`src/rtl/fsc_pkg.sv`:
```
package fsc_pkg;
  localparam int CODE_W = 3;
  typedef logic [CODE_W-1:0] code_t;

  // loop codes in visiting order
  localparam code_t LOOP_0 = 3'b000;
  localparam code_t LOOP_1 = 3'b010;
  localparam code_t LOOP_2 = 3'b011;
  localparam code_t LOOP_3 = 3'b101;
  localparam code_t LOOP_4 = 3'b110;

  // Next-state equations over bits C (msb), B, A (lsb).
  function automatic code_t next_code(input code_t cur);
    logic a, b, c;
    code_t nx;
    a = cur[0];
    b = cur[1];
    c = cur[2];
    nx[0] = b & ~c;
    nx[1] = ~b | (~a & ~c);
    nx[2] = a;
    return nx;
  endfunction

  function automatic logic is_loop_code(input code_t cur);
    return (cur == LOOP_0) || (cur == LOOP_1) || (cur == LOOP_2) ||
           (cur == LOOP_3) || (cur == LOOP_4);
  endfunction
endpackage

```
`src/rtl/fsc_next.sv`:
```
module fsc_next
  import fsc_pkg::*;
(
  input  code_t cur_code,
  output code_t nxt_code
);
  always_comb nxt_code = next_code(cur_code);
endmodule

```
`src/rtl/fsc_state_reg.sv`:
```
module fsc_state_reg
  import fsc_pkg::*;
(
  input  logic  clk,
  input  logic  rst,
  input  logic  step,
  input  logic  ld,
  input  code_t ld_code,
  input  code_t nxt,
  output code_t q
);
  always_ff @(posedge clk) begin
    if (rst)       q <= LOOP_0;
    else if (ld)   q <= ld_code;
    else if (step) q <= nxt;
  end


  reset_to_zero_chk: assert property (@(posedge clk) rst |=> q == LOOP_0);

  hold_when_idle_chk: assert property (@(posedge clk) disable iff (rst)
    (!ld && !step) |=> $stable(q));

  load_takes_code_chk: assert property (@(posedge clk) disable iff (rst)
    ld |=> q == $past(ld_code));
endmodule

```
`src/rtl/fsc_decode.sv`:
```
module fsc_decode
  import fsc_pkg::*;
(
  input  code_t q,
  input  logic  step,
  output logic  member,
  output logic  wrap
);
  always_comb begin
    member = is_loop_code(q);
    wrap   = step && (q == LOOP_4);
  end
endmodule

```
`src/rtl/fsc_counter.sv`:
```
module fsc_counter
  import fsc_pkg::*;
(
  input  logic              clk,
  input  logic              rst,
  input  logic              cnt_en,
  input  logic              load_en,
  input  logic [CODE_W-1:0] load_code,
  output logic [CODE_W-1:0] state_q,
  output logic              in_loop,
  output logic              wrap_pulse
);
  logic  step_go;
  code_t cur_code;
  code_t nxt_code;

  assign step_go = cnt_en & ~load_en;

  fsc_next u_next (
    .cur_code (cur_code),
    .nxt_code (nxt_code)
  );

  fsc_state_reg u_state (
    .clk     (clk),
    .rst     (rst),
    .step    (step_go),
    .ld      (load_en),
    .ld_code (load_code),
    .nxt     (nxt_code),
    .q       (cur_code)
  );

  fsc_decode u_decode (
    .q      (cur_code),
    .step   (step_go),
    .member (in_loop),
    .wrap   (wrap_pulse)
  );

  assign state_q = cur_code;


  first_step_chk: assert property (@(posedge clk) disable iff (rst)
    (step_go && cur_code == LOOP_0) |=> cur_code == LOOP_1);

  wrap_to_zero_chk: assert property (@(posedge clk) disable iff (rst)
    wrap_pulse |=> cur_code == LOOP_0);

  worst_illegal_chk: assert property (@(posedge clk) disable iff (rst)
    (step_go && cur_code == 3'b111) |=> cur_code == 3'b100);

  recovery_progress_chk: assert property (@(posedge clk) disable iff (rst)
    (step_go && !in_loop) |=> (in_loop || cur_code == 3'b100));
endmodule

```
`config.mk`:
```
export PLATFORM = sky130hd
export DESIGN_NAME = fsc_counter
export DESIGN_NICKNAME = d
export VERILOG_FILES = /design/src/rtl/fsc_pkg.sv /design/src/rtl/fsc_next.sv /design/src/rtl/fsc_state_reg.sv /design/src/rtl/fsc_decode.sv /design/src/rtl/fsc_counter.sv
export SDC_FILE = /design/constraint.sdc
export NUM_CORES = 1
export LEC_CHECK = 0
export BUFFER_PORTS_ARGS = -buffer_cell sky130_fd_sc_hd__buf_2
export CAP_MARGIN = 20
export CORE_AREA = 8 8 45 47
export DETAILED_ROUTE_END_ITERATION = 8
export DIE_AREA = 0 0 53 55
export GPL_ROUTABILITY_DRIVEN = 0
export GPL_TIMING_DRIVEN = 0
export PLACE_DENSITY_LB_ADDON = 0.08
export SETUP_SLACK_MARGIN = 0.02
export SYNTH_ARGS = -nofsm -noshare
export SYNTH_HDL_FRONTEND = slang
export SYNTH_HIERARCHICAL = 1
export SYNTH_SLANG_ARGS = --single-unit
```
`constraint.sdc`:
```
create_clock -name clk -period 2.2 [get_ports clk]
set_input_delay 0.33 -clock clk [delete_from_list [all_inputs] [get_ports clk]]
set_output_delay 0.33 -clock clk [all_outputs]
set_load 0.005 [all_outputs]
```
==> reports/results.ini <==
[synthesis]
netlist_area_sq_um = 200
synth_cell_types = 12
synth_top_area_share_pct = 30.0
synth-main-ff-cell = dfxtp_1
yosys_warnings = 6
ys_seq_area_share_pct = 30.0
synthArstFlopShare_pct = 0
synth-edff-count = 0
synthCells = 21
yosysTopAreaCell = dfxtp_1
synth_nets = 28
yosysMostFrequentCell = nor2b_1
synth_area_leaders = dfxtp_1 (30%), mux2i_1 (15%), nor2b_1 (13%)
synth_seq_cells = 3
avgSynthCellArea_sq_um = 9.53
synthTopCellsByCount = nor2b_1 (4), a211oi_1 (3), dfxtp_1 (3), mux2i_1 (3)

[sta]
slew_headroom_pct = 84.1
finalHoldViolCount = 0
finalSetupViolCount = 0
max_freq_mhz = 710
grt_setup_unrepaired = false
min_period_over_period_pct = 64.0
min_period_ns = 1.41
maxSlewViolCount = 0
fin_skew_ns = 0.00333
setup_tns_ns = 0
worst_pin_slew_ns = 0.239

[worst_hold_path]
min_from = rst
hold_path_end = u_state/q[1]$_SDFFE_PP0P_
hold_path_class = in -> reg
hold_path_depth = 2

[setup_path]
rr_startpoint = u_state/q[1]$_SDFFE_PP0P_
cp-end-kind = primary output
path_class = reg -> out
reg2reg_slack_ns = 1.16
worst-path-max-fanout = 7
cp.required_ns = 1.87
path_cells = nor3b_1 > a21oi_1 > buf_2
crit_path_max_incr_delay_ns = 0.44
critical_path.slowest_cell = dfxtp_1
cp-start-kind = register
reg2regPathDepth = 3
timing.rr.end = u_state/q[0]$_SDFFE_PP0P_
cp.arrival_ns = 1.08

[final_layout]
nNetsFinal = 44
layout-drive-gt1-share_pct = 47.2
reg_top3 = u_state/q: 3 flops
finalNonFillerCells = 52
largest_reg_flops = 3
design_area_sq_um = 302
largest_register = u_state/q
antenna-diode-count = 0
area_growth_pct = 50.6

[drt]
vias = 198
routedWlPerCell_microns = 10.6
met3_length_microns = 80
wl_met2_microns = 210
top_layer = met3
dr.pass1.iters = 2
via_per_inst = 3.81
m1WireLength_microns = 258
drt_wl_total_microns = 550
drcViolationCount = 0
drt_first_iter_violations = 1
ant_nets = 0

[global_routing]
grt_pass1_vias = 208
grt-ovfl-total = 0
grt_pass1_wl_microns = 848
track_usage_pct = 4.42
grt_antenna_before_repair = 0
grt_max_degree = 8

[die]
die_area_sq_um = 2920
row_count = 14
fp.dieW_microns = 53
chipHeight_microns = 55
core_sq_um = 1380
pin_count = 12
initial_utilization_pct = 14.5

[outcome]
status = finished, final reports clean

[clock_tree]
numCtsBuffers = 3
htreeDepth = 1
hold_buffers = 0
cts-root-buf = clkbuf_4
post_cts_resized = 0
clock-sinks = 3
post-cts-setup-buffer-count = 0
clkTransAtPathRegs_ns = 0.04
max-clock-path-buffers = 2
clk_latency_ns = 0.23
cts_tree = done

[flow_run]
drv_cap = 0

[place]
post_dp_cell_area_sq_um = 275
io_buffers = 11
dpl.cell_count = 48

[power_and_ir_drop]
p_switching_mw = 0.0498
share_comb_of_total_power_pct = 17.7
power_frac_seq_pct = 33.5
leakagePower_nw = 0.138
power_mw = 0.198
swShare_pct = 25.2
peakVddDrop_v = 0.000199
clkPwrFrac_pct = 48.8
intPower_mw = 0.148
p_per_area_nw_per_um2 = 656

## power groups by stage
stage | registers [mW] | logic (mW) | clock network, mW
after global routing | 0.0675 | 0.0393 | 0.106
after detailed placement | 0.0675 | 0.0355 | 0
after global placement | 0.0668 | 0.0356 | 0
after floorplan | 0.0659 | 0.0197 | 0
final | 0.0662 | 0.0351 | 0.0965
after CTS | 0.0666 | 0.0358 | 0.103
## how the worst max path moves through the flow
stage	endpoint	depth (start not counted)	start
after floorplan	wrap_pulse	2	cnt_en
after global placement	wrap_pulse	4	load_en
after detailed placement	wrap_pulse	4	load_en
after CTS	in_loop	3	u_state/q[2]$_SDFFE_PP0P_
after global routing	in_loop	3	u_state/q[2]$_SDFFE_PP0P_
final	in_loop	3	u_state/q[2]$_SDFFE_PP0P_
## metrics by stage
stage                     setup WS [ns]  util, %  hold WS [ns]
after floorplan                    1.14        -         0.403
after global placement            0.914     19.9         0.531
after detailed placement          0.909     19.9         0.530
after CTS                         0.766     21.8         0.276
after global routing              0.720     21.8         0.289
final                             0.792     21.8         0.287
## area by class of cell
type	instances	area (sq um)
tap	16	20.0
timing repair buffer	11	55.1
fill	159	1080
multi-input combinational	16	129
buffer	1	7.51
sequential	3	60.1
inverter	1	3.75
clock buffer	4	26.3
## logic make-up after synthesis
group,count (synthesis),synth area share [%]
simple gates,7,28.7
xor+xnor,1,4.38
mux,3,15.0
buf+inv,2,5.62
compound gates,5,16.2
flops,3,30.0
## placed cells by master, fill, tap and decap left out
| cell | Yosys | routed |
|---|---|---|
| nor2b_4 | 1 | 1 |
| nor2b_1 | 4 | 4 |
| a21oi_1 | 1 | 1 |
| and4b_2 | 1 | 1 |
| clkbuf_4 | 0 | 3 |
| mux2i_1 | 3 | 3 |
| a211oi_1 | 3 | 3 |
| buf_4 | 1 | 1 |
| o21ai_1 | 1 | 1 |
| clkbuf_1 | 0 | 1 |
| dfxtp_1 | 3 | 3 |
| xnor2_1 | 1 | 1 |
| inv_1 | 1 | 1 |
| buf_2 | 0 | 11 |
| nor3b_1 | 1 | 1 |
## per-layer routing
metal / track usage, % / vias to the layer above
met2: 5.47 / 10
li1: - / 105
met1: 4.24 / 83
met3: 3.48 / 0
met5: 0 / -
met4: 5.17 / 0
## worst max-delay path, delay by kind of cell (launching register included)
| family | cells | cell delay [ns] |
|---|---|---|
| and+or+nand+nor | 1 | 0.22 |
| buffers and inverters | 1 | 0.13 |
| DFF | 1 | 0.44 |
| AOI/OAI and AO/OA | 1 | 0.05 |
No activity file was read; power rests on OpenSTA's default activity.
